File: src/rtl/dac_chain_pkg.sv
package dac_chain_pkg;

  typedef enum logic [2:0] {
    ST_IDLE,
    ST_SEL_SETUP,
    ST_CLK_LOW,
    ST_CLK_HIGH,
    ST_TAIL,
    ST_LOAD,
    ST_DONE
  } ctl_state_e;

  // Whole system cycles covering a nanosecond minimum; never fewer than one.
  function automatic int unsigned ns_to_cycles(int unsigned ns, int unsigned period_ps);
    int unsigned c;
    c = (ns * 1000 + period_ps - 1) / period_ps;
    return (c == 0) ? 1 : c;
  endfunction

  function automatic int unsigned max_u(int unsigned a, int unsigned b);
    return (a > b) ? a : b;
  endfunction

endpackage

File: src/rtl/phase_timer.sv
module phase_timer #(
  parameter int unsigned CW = 4
) (
  input  logic          clk,
  input  logic          rst_n,
  input  logic          load,
  input  logic [CW-1:0] load_val,
  output logic          zero
);
  logic [CW-1:0] cnt_q;

  always_ff @(posedge clk or negedge rst_n) begin
    if (!rst_n)              cnt_q <= '0;
    else if (load)           cnt_q <= load_val;
    else if (cnt_q != '0)    cnt_q <= cnt_q - 1'b1;
  end

  assign zero = (cnt_q == '0);

  // a running phase counts down one per cycle, so its length is exact
  p_exact_countdown_r11: assert property (@(posedge clk) disable iff (!rst_n)
    (!load && cnt_q != '0) |=> (cnt_q == $past(cnt_q) - 1'b1));
endmodule

File: src/rtl/frame_shreg.sv
module frame_shreg #(
  parameter int unsigned N_DEV  = 2,
  parameter int unsigned CODE_W = 12
) (
  input  logic              clk,
  input  logic              rst_n,
  input  logic              push,
  input  logic [CODE_W-1:0] push_word,
  input  logic              shift,
  output logic              msb
);
  localparam int unsigned FRAME_W = N_DEV * CODE_W;

  logic [FRAME_W-1:0] frame_q, frame_push;

  generate
    if (N_DEV == 1) begin : g_single
      assign frame_push = push_word;
    end else begin : g_multi
      assign frame_push = {frame_q[FRAME_W-CODE_W-1:0], push_word};
    end
  endgenerate

  always_ff @(posedge clk or negedge rst_n) begin
    if (!rst_n)     frame_q <= '0;
    else if (push)  frame_q <= frame_push;
    else if (shift) frame_q <= {frame_q[FRAME_W-2:0], 1'b0};
  end

  assign msb = frame_q[FRAME_W-1];

  // words are only taken while nothing is being shifted out
  p_push_not_during_shift_r2: assert property (@(posedge clk) disable iff (!rst_n)
    !(push && shift));
endmodule

File: src/rtl/return_capture.sv
module return_capture #(
  parameter int unsigned FRAME_W = 24
) (
  input  logic               clk,
  input  logic               rst_n,
  input  logic               sample,
  input  logic               bit_in,
  input  logic               publish,
  output logic [FRAME_W-1:0] rb_data
);
  logic [FRAME_W-1:0] cap_q;

  always_ff @(posedge clk or negedge rst_n) begin
    if (!rst_n) begin
      cap_q   <= '0;
      rb_data <= '0;
    end else begin
      if (sample)  cap_q   <= {cap_q[FRAME_W-2:0], bit_in};
      if (publish) rb_data <= cap_q;
    end
  end

  // the published readback changes only on a publish
  p_rb_hold_r10: assert property (@(posedge clk) disable iff (!rst_n)
    !$past(publish) |-> $stable(rb_data));
endmodule

File: src/rtl/dac_chain_ctrl.sv
module dac_chain_ctrl
  import dac_chain_pkg::*;
#(
  parameter int unsigned N_DEV            = 2,
  parameter int unsigned CODE_W           = 12,
  parameter int unsigned CLK_PERIOD_PS    = 5000,
  parameter int unsigned T_SETUP_NS       = 40,
  parameter int unsigned T_CLK_HIGH_NS    = 40,
  parameter int unsigned T_CLK_LOW_NS     = 40,
  parameter int unsigned T_SEL_TO_CLK_NS  = 20,
  parameter int unsigned T_CLK_TO_LOAD_NS = 40,
  parameter int unsigned T_LOAD_PULSE_NS  = 50
) (
  input  logic                       clk,
  input  logic                       rst_n,
  input  logic                       in_valid,
  output logic                       in_ready,
  input  logic [CODE_W-1:0]          in_code,
  input  logic                       ret_bit,
  output logic                       sclk,
  output logic                       sdata,
  output logic                       sel_n,
  output logic                       done,
  output logic [N_DEV*CODE_W-1:0]    rb_data
);
  localparam int unsigned FRAME_W   = N_DEV * CODE_W;
  localparam int unsigned CYC_SETUP = ns_to_cycles(T_SETUP_NS, CLK_PERIOD_PS);
  localparam int unsigned CYC_HIGH  = ns_to_cycles(T_CLK_HIGH_NS, CLK_PERIOD_PS);
  localparam int unsigned CYC_LOW   = ns_to_cycles(T_CLK_LOW_NS, CLK_PERIOD_PS);
  localparam int unsigned CYC_SEL   = ns_to_cycles(T_SEL_TO_CLK_NS, CLK_PERIOD_PS);
  localparam int unsigned CYC_TAIL  = ns_to_cycles(T_CLK_TO_LOAD_NS, CLK_PERIOD_PS);
  localparam int unsigned CYC_LOAD  = ns_to_cycles(T_LOAD_PULSE_NS, CLK_PERIOD_PS);
  localparam int unsigned CYC_LOWPH = max_u(CYC_LOW, CYC_SETUP);
  localparam int unsigned CYC_MAX   = max_u(max_u(max_u(CYC_HIGH, CYC_LOWPH), max_u(CYC_SEL, CYC_TAIL)), CYC_LOAD);
  localparam int unsigned TMR_W     = $clog2(CYC_MAX + 1);
  localparam int unsigned WC_W      = $clog2(N_DEV + 1);
  localparam int unsigned BL_W      = $clog2(FRAME_W + 1);

  ctl_state_e state_q, state_nx;
  logic [WC_W-1:0]  wcnt_q;
  logic [BL_W-1:0]  bits_q;
  logic [TMR_W-1:0] tmr_val;
  logic             tmr_load, tmr_zero;
  logic             accept, last_word, frame_shift, ret_sample, rb_publish;

  assign in_ready    = (state_q == ST_IDLE);
  assign accept      = in_valid && in_ready;
  assign last_word   = accept && (wcnt_q == WC_W'(N_DEV - 1));
  assign frame_shift = (state_q == ST_CLK_HIGH) && tmr_zero;
  assign ret_sample  = (state_q == ST_CLK_LOW) && tmr_zero;
  assign rb_publish  = (state_q == ST_LOAD) && tmr_zero;

  always_comb begin
    state_nx = state_q;
    unique case (state_q)
      ST_IDLE:      if (last_word) state_nx = ST_SEL_SETUP;
      ST_SEL_SETUP: if (tmr_zero)  state_nx = ST_CLK_LOW;
      ST_CLK_LOW:   if (tmr_zero)  state_nx = ST_CLK_HIGH;
      ST_CLK_HIGH:  if (tmr_zero)  state_nx = (bits_q == BL_W'(1)) ? ST_TAIL : ST_CLK_LOW;
      ST_TAIL:      if (tmr_zero)  state_nx = ST_LOAD;
      ST_LOAD:      if (tmr_zero)  state_nx = ST_DONE;
      ST_DONE:                     state_nx = ST_IDLE;
      default:                     state_nx = ST_IDLE;
    endcase
  end

  // Every timed phase is entered with its length minus one in the timer.
  always_comb begin
    tmr_load = (state_nx != state_q);
    unique case (state_nx)
      ST_SEL_SETUP: tmr_val = TMR_W'(CYC_SEL - 1);
      ST_CLK_LOW:   tmr_val = TMR_W'(CYC_LOWPH - 1);
      ST_CLK_HIGH:  tmr_val = TMR_W'(CYC_HIGH - 1);
      ST_TAIL:      tmr_val = TMR_W'(CYC_TAIL - 1);
      ST_LOAD:      tmr_val = TMR_W'(CYC_LOAD - 1);
      default:      tmr_val = '0;
    endcase
  end

  always_ff @(posedge clk or negedge rst_n) begin
    if (!rst_n) begin
      state_q <= ST_IDLE;
      wcnt_q  <= '0;
      bits_q  <= '0;
    end else begin
      state_q <= state_nx;
      if (last_word)    wcnt_q <= '0;
      else if (accept)  wcnt_q <= wcnt_q + 1'b1;
      if (last_word)        bits_q <= BL_W'(FRAME_W);
      else if (frame_shift) bits_q <= bits_q - 1'b1;
    end
  end

  phase_timer #(.CW(TMR_W)) u_timer (
    .clk(clk), .rst_n(rst_n), .load(tmr_load), .load_val(tmr_val), .zero(tmr_zero)
  );

  frame_shreg #(.N_DEV(N_DEV), .CODE_W(CODE_W)) u_frame (
    .clk(clk), .rst_n(rst_n), .push(accept), .push_word(in_code),
    .shift(frame_shift), .msb(sdata)
  );

  return_capture #(.FRAME_W(FRAME_W)) u_capture (
    .clk(clk), .rst_n(rst_n), .sample(ret_sample), .bit_in(ret_bit),
    .publish(rb_publish), .rb_data(rb_data)
  );

  assign sclk  = (state_q == ST_CLK_HIGH);
  assign sel_n = (state_q == ST_IDLE) || (state_q == ST_LOAD) || (state_q == ST_DONE);
  assign done  = (state_q == ST_DONE);

  p_ready_drops_after_last_r2: assert property (@(posedge clk) disable iff (!rst_n)
    last_word |=> !in_ready);
  p_sel_falls_clk_low_r4: assert property (@(posedge clk) disable iff (!rst_n)
    $fell(sel_n) |-> !sclk);
  p_load_after_clk_low_r7: assert property (@(posedge clk) disable iff (!rst_n)
    $rose(sel_n) |-> (!sclk && !$past(sclk)));
  p_data_steady_high_r6: assert property (@(posedge clk) disable iff (!rst_n)
    sclk |-> $stable(sdata));
  p_no_extra_edge_r8: assert property (@(posedge clk) disable iff (!rst_n)
    $rose(sclk) |-> (bits_q != '0));
  p_done_single_r9: assert property (@(posedge clk) disable iff (!rst_n)
    done |=> !done);
endmodule

File: config.mk
export PLATFORM = sky130hd
export DESIGN_NAME = dac_chain_ctrl
export DESIGN_NICKNAME = d
export VERILOG_FILES = /design/src/rtl/dac_chain_pkg.sv /design/src/rtl/phase_timer.sv /design/src/rtl/frame_shreg.sv /design/src/rtl/return_capture.sv /design/src/rtl/dac_chain_ctrl.sv
export SDC_FILE = /design/constraint.sdc
export NUM_CORES = 1
export LEC_CHECK = 0
export ABC_AREA = 1
export BUFFER_PORTS_ARGS = -buffer_cell sky130_fd_sc_hd__buf_4
export CORE_UTILIZATION = 38
export DETAILED_ROUTE_END_ITERATION = 7
export GPL_TIMING_DRIVEN = 0
export SKIP_LAST_GASP = 1
export SYNTH_ARGS = -nofsm -noshare
export SYNTH_HDL_FRONTEND = slang
export SYNTH_SLANG_ARGS = --single-unit
File: constraint.sdc
create_clock -name clk -period 1.68 [get_ports clk]
set_input_delay 0.336 -clock clk [delete_from_list [all_inputs] [get_ports clk]]
set_output_delay 0.336 -clock clk [all_outputs]
set_load 0.005 [all_outputs]
==> results.txt, run 1 <==
Status = finished, violations left
Failing checks = setup timing
Slew margin rel. = 0.2763
Gate power share = 0.020
Hpwl dp = 5336 µm
Int Pwr = 2825 µW
Overflow after GRT = 0
Top Ports = 45
All-Layer GR Usage = 0.1761
Post-Place Worst Slack = -0.3407 ns
Clock Path Buffers = 2
Die span in x = 101.8 µm
Port buffer count = 44
Clock power share = 0.408
Synth Flop Type = dfrtp_1
CP Max Fanout = 5
Crit-path max cell delay = 0.40 ns
Avg Vias per Cell = 4.840
EDFF count, synth = 0
Largest net degree at the start of global routing = 87
Critical path capture point type = register
Worst-path cell chain = inv_2 > ha_4 > nand2_4 > nor2_4 > nand2_1 > nand3_2 > nand2_2 > nor2_4 > nand2_4 > buf_4 > o22ai_1
Antenna cells = 0
Routability Congestion = 0.8624
Top cells by area, synth = dfrtp_1 57%, o21ai_0 16%, nand2_1 7.5%
CTS root buf = clkbuf_8
Initial antenna violation count = 0
Synth Instances = 430
Sequential Power Share = 0.572
Core box area = 0.009729 mm²
PnR worst setup slack = -0.06090 ns
Multi-input gate area = 0.001435 mm²
Storage cell area = 0.002156 mm²
Async set-reset flop share out of synthesis = 1.000
Crit path buffers/inverters = 2
Register bit total from synthesis = 86
Synth Cell Area = 0.003787 mm²
Final setup fails = 20
First-pass GRT wire length = 14040 µm
CTS Buf Count = 9
R2R Path End = u_timer.cnt_q[3]
Syn_nets = 449
Avg Inst Size Synth = 8.808 µm²
Synth top area share = 0.5682
Worst Path Arrival = 2.03 ns
Std-Cell Rows = 36
R2R setup slack = -0.06 ns
Vias in the first global route = 3000
Clock sink total = 86
Die Area = 0.01037 mm²
Fin Hold WS = 0.1591 ns
Synth area leader = dfrtp_1
Min Clock Period, post-route = 1.741 ns
Synth top cells by count = 118 x o21ai_0, 86 x dfrtp_1, 76 x nand2_1
Distinct cells, synth = 31
Share of cells above drive strength 1 = 0.2871
DRC errors left = 0
Psw = 798.8 µW
Setup TNS Final = -0.2742 ns
Yosys Warn Count = 0
Sw Ratio = 0.2204
Fmax = 0.5744 GHz
R2R Path Start = u_timer.cnt_q[1]
Count leader, synth = o21ai_0
Die Y = 101.8 µm
H-tree levels = 3
TritonRoute pass-1 iters = 4
Clock Skews = 0.01046 ns
DRT iter0 DRCs = 150
Crit path max-delay cell type = dfrtp_1
Max VDD drop = 0.4081 mV
Detailed-routed wire length on met3 = 403 µm
CP Class = reg2reg
Sequential cell area fraction in the yosys report = 0.5682
CP top delay family = simple AND/OR/NAND/NOR gates
Layout area overhead = 30.33%
FILL cells = 964
Static leakage = 0.002374 µW
Worst path required time = 1.97 ns
Total of max-cap violations = 0
ANT nets after route = 0
Clock Latency Late Sink = 0.36 ns
Max Used Layer = met4
Pins Over Slew Limit = 0
Startpoint Class = register
Met2 WL post-DR = 4001 µm
Min-delay worst type = in2async
Hold Fails Final Rpt = 0
Reg2reg path depth = 11
Via Count = 3122
Slew @ Worst Pin = 1.086 ns
CTS tree = done
DR WL/cell = 13.18 µm
WL final = 8503 µm
Initial Util = 0.3893
PwrDens = 734.2 mW/mm²
Nets = 526
RSZ-0062 raised after global routing = yes
Fin crit share = 1.036
Met1 wire length = 3955 µm
Reg clk slew, reported paths = 0.09 ns
-- power groups by stage --
stage	clock (µW)	sequential, µW	combinational, µW
final	1480	2070	72.5
after global placement	0	2120	75.0
after floorplan	0	2120	5.41
after detailed placement	0	2120	75.8
after CTS	1530	2070	75.7
after global routing	1590	2080	85.6
-- registers in the layout, summed over array words and instances, names as in the netlist --
| name | count |
|---|---|
| state_q | 3 |
| u_capture.cap_q | 24 |
| u_timer.cnt_q | 4 |
| u_capture.rb_data | 24 |
| u_frame.frame_q | 24 |
| wcnt_q | 2 |
| bits_q | 5 |
-- worst max-delay path by stage --
stage,startpoint,end,cells past startpoint
after floorplan,u_timer.cnt_q[0],u_timer.cnt_q[0],13
after global placement,u_timer.cnt_q[0],u_capture.rb_data[5],9
after detailed placement,u_timer.cnt_q[0],u_capture.rb_data[8],9
after CTS,u_timer.cnt_q[1],u_timer.cnt_q[2],11
after global routing,u_timer.cnt_q[1],u_capture.rb_data[22],8
final,u_timer.cnt_q[1],u_timer.cnt_q[3],11
-- area by class of cell --
cell class                 count  share of cell area
clock inverter                 5             0.01141
clock buffer                  11             0.02864
multi-input combinational    256              0.2907
sequential                    86              0.4368
timing repair buffer          66              0.1120
tap                          133             0.03371
inverter                      69             0.05450
buffer                        19             0.03219
-- metal layers --
| metal | global-route usage | vias to the layer above |
|---|---|---|
| met5 | 0 | - |
| met4 | 0.07363 | 0 |
| met3 | 0.04720 | 14 |
| met2 | 0.2666 | 62 |
| met1 | 0.2401 | 1502 |
| li1 | - | 1544 |
-- logic make-up (layout without fill, tap and decap cells) --
group	Yosys count	in the layout	synth area share
AOI/OAI and AO/OA	131	131	0.1761
xor gates and xnor gates	1	1	0.002313
adders and majority gates	3	3	0.009912
buffers and inverters	88	170	0.09283
DFF	86	86	0.5682
muxes	1	1	0.002973
and+or+nand+nor	120	120	0.1477
-- per-stage QoR --
| step | total power (µW) | cell area [µm²] | cells | utilization |
|---|---|---|---|---|
| 4_1_cts | 3686 | 4604 | 629 | 0.4733 |
| 3_5_place_dp | 2192 | 4289 | 607 | 0.4408 |
| 2_1_floorplan | 2122 | 3792 | 430 | - |
| 3_3_place_gp | 2191 | 4289 | 607 | 0.4408 |
| 6_report | 3624 | 4936 | 645 | 0.5073 |
| 5_1_grt | 3753 | 4936 | 645 | 0.5073 |
-- cells in the final DEF (no fill, tap or decap), types with 2 or more instances in the layout --
master	netlist	layout
inv_4	0	2
nand2_1	76	65
nand4_1	2	2
buf_6	1	10
dfrtp_2	0	3
a21oi_2	0	2
ha_1	3	2
inv_2	4	5
o22ai_1	2	2
nand3_4	0	2
clkbuf_8	0	10
dfrtp_1	86	83
clkbuf_16	0	2
buf_4	1	60
nand2_4	2	6
buf_8	0	4
nor2_1	11	7
nor2_4	3	7
inv_6	0	2
nand3_2	2	5
nand3_1	13	8
o211ai_1	2	2
nand2_2	4	11
o21ai_2	0	3
clkinv_2	0	2
clkbuf_1	9	5
a21oi_1	4	2
inv_1	65	61
buf_2	8	4
o21ai_1	4	23
o21ai_0	118	96
-- repair_timing --
item	CTS	global route
hold buffers	0	0
pin swaps	10	8
setup buffers	6	11
endpoints found under the setup margin	82	67
cloned	0	5
resized for setup	30	80
No activity file was read; power rests on OpenSTA's default activity.
==> run 2: changes to the inputs <==
--- a/config.mk
+++ b/config.mk
@@ -7,9 +7,10 @@
 export LEC_CHECK = 0
 export ABC_AREA = 1
 export BUFFER_PORTS_ARGS = -buffer_cell sky130_fd_sc_hd__buf_4
-export CORE_UTILIZATION = 38
+export CORE_UTILIZATION = 52
 export DETAILED_ROUTE_END_ITERATION = 7
 export GPL_TIMING_DRIVEN = 0
+export PLACE_DENSITY = 0.75
 export SKIP_LAST_GASP = 1
 export SYNTH_ARGS = -nofsm -noshare
 export SYNTH_HDL_FRONTEND = slang
==> run 2 against run 1 <==
  * Utilization up 20 points
  * Combinational power is 0.8% lower
  * Sequential cell count unchanged
  * The flow still finishes with violations (setup timing)
==> results.txt, run 2 (synthesis results as in run 1) <==
Initial Util = 0.5484 (+0.1591)
Clock Latency Late Sink = 0.36 ns (about the same)
Worst-path cell chain = inv_1 > nor3_4 > buf_4
CP Max Fanout = 5 (unchanged)
Hpwl dp = 5231 µm (-2.0%)
Die span in x = 87.35 µm (-14%)
Startpoint Class = register
Final setup fails = 45 (+130%)
Die Area = 0.007629 mm² (-26%)
Status = finished, violations left
Clock sink total = 86 (unchanged)
Slew @ Worst Pin = 1.067 ns (-0.01903 ns)
Initial antenna violation count = 0 (unchanged)
FILL cells = 556 (-42%)
# hold bufs at CTS = 0 (unchanged)
Clock Path Buffers = 2 (unchanged)
PnR worst setup slack = -0.09075 ns (-0.02985 ns)
Pins Over Slew Limit = 0 (unchanged)
Crit path max-delay cell type = dfrtp_2
Routability Congestion = 0.8945 (+3.7%)
Slew margin rel. = 0.2890 (+0.01269)
Hold Fails Final Rpt = 0 (unchanged)
Largest net degree at the start of global routing = 87 (unchanged)
Global route hottest layer = met2
Total of max-cap violations = 0 (unchanged)
CP Class = reg2out
Storage cell area = 0.002156 mm² (unchanged)
DRT iter0 DRCs = 139 (-7.3%)
RSZ-0062 raised after global routing = yes
CTS tree = done
Worst path required time = 1.34 ns (-0.63 ns)
Vias in the first global route = 3058 (+1.9%)
Dpl cells = 570 (-6.1%)
Avg Vias per Cell = 5.184 (+7.1%)
Placed inst area = 0.004243 mm² (-1.1%)
Static leakage = 0.002390 µW (+0.69%)
ANT nets after route = 0 (unchanged)
TritonRoute pass-1 iters = 4 (unchanged)
Nets = 531 (+0.95%)
DR WL/cell = 13.97 µm (+6.0%)
Commonest non-fill, non-tap cell in the layout = o21ai_0
Max VDD drop = 0.4849 mV (+19%)
Failing checks = setup timing
Port buffer count = 44 (unchanged)
First-pass GRT wire length = 13660 µm (-2.7%)
Multi-input gate area = 0.001433 mm² (-0.17%)
Fin area = 0.004893 mm² (-0.86%)
Top Registers = u_capture.cap_q (24), u_capture.rb_data (24), u_frame.frame_q (24)
GR Layer Usage met1 = 0.3094 (+0.06933)
Core box area = 0.006907 mm² (-29%)
CTS root buf = clkbuf_8
Via Count = 3178 (+1.8%)
PwrDens = 770.8 mW/mm² (+5.0%)
Fmax = 0.5647 GHz (-1.7%)
Top Ports = 45 (unchanged)
Worst Path Arrival = 1.43 ns (-0.60 ns)
CTS Buf Count = 9 (unchanged)
Crit-path max cell delay = 0.46 ns (+0.06 ns)
DRC errors left = 0 (unchanged)
Layout area overhead = 29.20%
Fin cells = 613 (-5.0%)
Clock Skews = 0.009628 ns (-0.0008302 ns)
GRT met3 Usage = 0.03033 (-0.01686)
WL final = 8565 µm (+0.73%)
Fin crit share = 1.054 (+0.01777)
Reg clk slew, reported paths = 0.09 ns (about the same)
H-tree levels = 3 (unchanged)
All-Layer GR Usage = 0.2320 (+0.05590)
Share of cells above drive strength 1 = 0.2901 (+0.003026)
Overflow after GRT = 0 (unchanged)
Antenna cells = 0 (unchanged)
Die Y = 87.35 µm (-14%)
Std-Cell Rows = 30 (-17%)
Critical path capture point type = output port
Min-delay worst type = in2async
Commonest non-fill, non-tap cells in the layout = 98 x o21ai_0, 83 x dfrtp_1, 69 x buf_4
Min Clock Period, post-route = 1.771 ns (+0.02985 ns)
Met2 Track Usage GR = 0.3835 (+0.1169)
## run 2: changes by cell type in the layout (fill, tap and decap cells not counted), moves of 3 or more
cell    delta
buf_4      +9
buf_8      -4
nor2_2     +3
nor2_4     -3
## run 2: power by group
part | switching (µW) | internal (µW) | leakage [µW]
combinational | 47.8 | 24.1 | 0.00125
sequential | 2.43 | 2070 | 0.00103
clock | 771 | 854 | 0.000113
## run 2: cell type report
cell class,count,share of cell area
flip-flops and latches,86,0.4406
plain buffers,19,0.02838
inverters,69,0.05446
repair buffers,71,0.1140
multi-input cells,256,0.2928
clock inverters,6,0.01918
clock buffers,10,0.02608
well taps,96,0.02455
## run 2: final timing paths
kind,to,cells past startpoint,start,slack [ns]
hold / removal,u_frame.frame_q[23],1,rst_n,0.16
max in group asynchronous,state_q[2],1,rst_n,0.77
setup / recovery,sclk,3,state_q[1],-0.09
hold reg to reg,u_capture.rb_data[20],2,u_capture.rb_data[20],0.49
min in group clk,u_frame.frame_q[0],3,in_code[0],0.20
setup reg to reg,u_timer.cnt_q[0],14,u_timer.cnt_q[0],-0.07
## run 2: layer usage
metal | part of all wire | vias to the layer above
li1 | - | 1552
met1 | 0.45 | 1541
met2 | 0.50 | 71
met3 | 0.035 | 14
met4 | 0.019 | 0
met5 | 0 | -
## run 2: metrics by stage
stage / TNS, ns / setup slack, ns / hold WS [ns] / total power (µW) / utilization
CTS: -0.5491 / -0.05750 / 0.1942 / 3785 / 0.6643
finish: -0.9778 / -0.09075 / 0.1570 / 3772 / 0.7085
global placement: -11.86 / -0.2345 / 0.4658 / 2189 / 0.6143
detailed placement: -18.36 / -0.3201 / 0.4738 / 2190 / 0.6143
floorplan: 0 / 0.0008678 / 0.04041 / 2122 / -
global route: -6.338 / -0.1559 / 0.2057 / 3892 / 0.7085
## run 2: critical path: cells and delay by family (launching register included)
kind,cells,cell delay [ns]
and+or+nand+nor,1,0.32
DFF,1,0.46
buffers and inverters,2,0.31
## run 2: what timing repair did
action                     4_1_cts  5_1_grt
pin swaps                        7       18
setup buffers                    8       14
setup endpoints to repair       82       79
resized for setup               25       70
cloned                           0        5
==> run 3: changes to the inputs <==
--- a/config.mk
+++ b/config.mk
@@ -7,10 +7,10 @@
 export LEC_CHECK = 0
 export ABC_AREA = 1
 export BUFFER_PORTS_ARGS = -buffer_cell sky130_fd_sc_hd__buf_4
-export CORE_UTILIZATION = 52
+export CORE_UTILIZATION = 53
 export DETAILED_ROUTE_END_ITERATION = 7
-export GPL_TIMING_DRIVEN = 0
-export PLACE_DENSITY = 0.75
+export GPL_TIMING_DRIVEN = 1
+export PLACE_DENSITY = 0.74
 export SKIP_LAST_GASP = 1
 export SYNTH_ARGS = -nofsm -noshare
 export SYNTH_HDL_FRONTEND = slang
==> constraint.sdc (replaced) <==
create_clock -name clk -period 2.2 [get_ports clk]
set_input_delay 0.44 -clock clk [delete_from_list [all_inputs] [get_ports clk]]
set_output_delay 0.44 -clock clk [all_outputs]
set_load 0.005 [all_outputs]
==> run 3 against run 2 <==
  * The run now ends clean
  * Wire length is 19% lower
  * First-iteration DRC count is 17% higher
  * Design area is 10% lower
  * Register-to-register slack better by 0.33 ns
  * Sequential power is 24% lower
  * Critical path type is now reg2reg
  * Critical endpoint is now u_timer.cnt_q[0]
==> results.txt, run 3 (synthesis results as in run 1) <==
Status = finished clean
Nets = 490 (-7.7%)
DRC errors left = 0 (unchanged)
DR WL/cell = 12.07 µm (-14%)
Port buffer count = 44 (unchanged)
Top Ports = 45 (unchanged)
Die Area = 0.007488 mm² (-1.8%)
Hold Fails Final Rpt = 0 (unchanged)
CP Class = reg2reg
Hpwl dp = 4691 µm (-10%)
Min Clock Period, post-route = 1.942 ns
R2R setup slack = 0.26 ns (+0.33 ns)
All-Layer GR Usage = 0.2111 (-0.02088)
Commonest non-fill, non-tap cells in the layout = 118 x o21ai_0, 86 x dfrtp_1, 76 x nand2_1
Routability Congestion = 0.9077 (+1.5%)
CTS tree = done
# hold bufs at CTS = 0 (unchanged)
WL final = 6906 µm (-19%)
Startpoint Class = register
Min-delay worst type = in2async
Core box area = 0.006832 mm² (-1.1%)
Slew margin rel. = 0.5300 (+0.2411)
Initial antenna violation count = 0 (unchanged)
Static leakage = 0.002178 µW (-8.9%)
Post-Place Worst Slack = 0.1832 ns (+0.5033 ns)
RSZ-0062 raised after global routing = no
Fmax = 0.5149 GHz
CTS root buf = clkbuf_8
CP Max Fanout = 10 (+5)
Critical path capture point type = register
FILL cells = 577 (+3.8%)
Std-Cell Rows = 30 (unchanged)
Share of cells above drive strength 1 = 0.1765 (-0.1137)
Worst path required time = 2.44 ns (+1.10 ns)
DRT iter0 DRCs = 162 (+17%)
Clock Path Buffers = 2 (unchanged)
Commonest non-fill, non-tap cell in the layout = o21ai_0
Die Y = 86.54 µm (-0.93%)
Total power = 2772 µW (-27%)
Overflow after GRT = 0 (unchanged)
Layout area overhead = 16.29%
Via Count = 2896 (-8.9%)
Reg clk slew, reported paths = 0.08 ns (about the same)
Max VDD drop = 0.3955 mV (-18%)
Worst Path Arrival = 2.19 ns (+0.76 ns)
Clock Latency Late Sink = 0.35 ns (about the same)
Fin Hold WS = 0.01313 ns (-0.1439 ns)
Total of max-cap violations = 0 (unchanged)
Slew @ Worst Pin = 0.7050 ns (-0.3616 ns)
Final setup fails = 0 (-100%)
GR Layer Usage met1 = 0.2885 (-0.02097)
Avg Vias per Cell = 5.063 (-2.3%)
H-tree levels = 3 (unchanged)
Met2 Track Usage GR = 0.3362 (-0.04730)
Antenna cells = 0 (unchanged)
Global route hottest layer = met2
PwrDens = 629.5 mW/mm² (-18%)
TritonRoute pass-1 iters = 5 (+1)
First-pass GRT wire length = 12290 µm (-10%)
Fin crit share = 0.8828
Initial Util = 0.5544 (+0.006026)
Top Registers = u_capture.cap_q (24), u_capture.rb_data (24), u_frame.frame_q (24)
Clock Skews = 0.009546 ns (-0.00008263 ns)
Largest net degree at the start of global routing = 50 (-43%)
PnR worst setup slack = 0.2579 ns (+0.3487 ns)
Vias in the first global route = 2725 (-11%)
Clock sink total = 86 (unchanged)
ANT nets after route = 0 (unchanged)
Die span in x = 86.54 µm (-0.93%)
Pins Over Slew Limit = 0 (unchanged)
CTS Buf Count = 9 (unchanged)
Setup TNS Final = 0 ns (+0.9778 ns)
GRT met3 Usage = 0.03048 (+0.0001444)
[run 3: cell types whose count changed in the layout (fill, tap and decap cells not counted), moves of 5 or more]
cell	before	now
buf_6	10	0
o21ai_1	21	4
clkbuf_1	6	0
o21ai_0	98	118
nand2_2	9	4
buf_4	69	48
nand2_1	66	76
nand3_1	7	13
[run 3: final timing paths]
path | start | endpoint | depth (start not counted)
setup / recovery | u_timer.cnt_q[0] | u_timer.cnt_q[0] | 13
hold / removal | rst_n | u_frame.frame_q[19] | 1
setup reg to reg | u_timer.cnt_q[0] | u_timer.cnt_q[0] | 13
hold reg to reg | u_capture.cap_q[23] | u_capture.cap_q[23] | 2
max in group asynchronous | rst_n | u_capture.rb_data[21] | 2
min in group clk | in_code[0] | u_frame.frame_q[0] | 3
[run 3: layout make-up]
| class | instances | area (µm²) | share of cell area |
|---|---|---|---|
| tap | 96 | 120.1 | 0.02727 |
| timing repair buffer | 49 | 380.4 | 0.08636 |
| sequential | 86 | 2152 | 0.4886 |
| clock inverter | 6 | 68.82 | 0.01563 |
| multi-input combinational | 256 | 1284 | 0.2915 |
| inverter | 69 | 261.5 | 0.05938 |
| clock buffer | 10 | 137.6 | 0.03125 |
[run 3: what timing repair did]
action,CTS,global route
setup endpoints to repair,0,7
resized for setup,0,1
buffers inserted,0,0
[run 3: power breakdown]
group	switching, µW	internal, µW	total [µW]
clock network	567	561	1130
logic	36.8	23.2	60.0
registers	1.74	1580	1580
[run 3: metrics by stage]
step | util | area, µm² | std cells
after floorplan | - | 3787 | 430
after global placement | 0.6141 | 4195 | 556
after detailed placement | 0.6141 | 4195 | 556
after CTS | 0.6443 | 4402 | 572
after global routing | 0.6447 | 4404 | 572
final | 0.6447 | 4404 | 572
[run 3: worst max-delay path, cell delays in order (launching register included)]
cell and delay [ns]:
dfrtp_1 0.42, inv_1 0.07, ha_1 0.20, nand2_1 0.12
nor2_4 0.24, nand3_1 0.16, nand2_2 0.10, nand2_2 0.06
nand2_1 0.07, nand2_2 0.09, nand2_4 0.10, nand3_2 0.08
nand2_1 0.08, nand2_1 0.05
[run 3: routing by layer]
layer,vias up,part of all wire,routed length (µm)
met5,-,0,0
met4,0,0.018,127
met2,60,0.47,3261
met3,11,0.036,247
met1,1361,0.47,3270
li1,1464,-,-
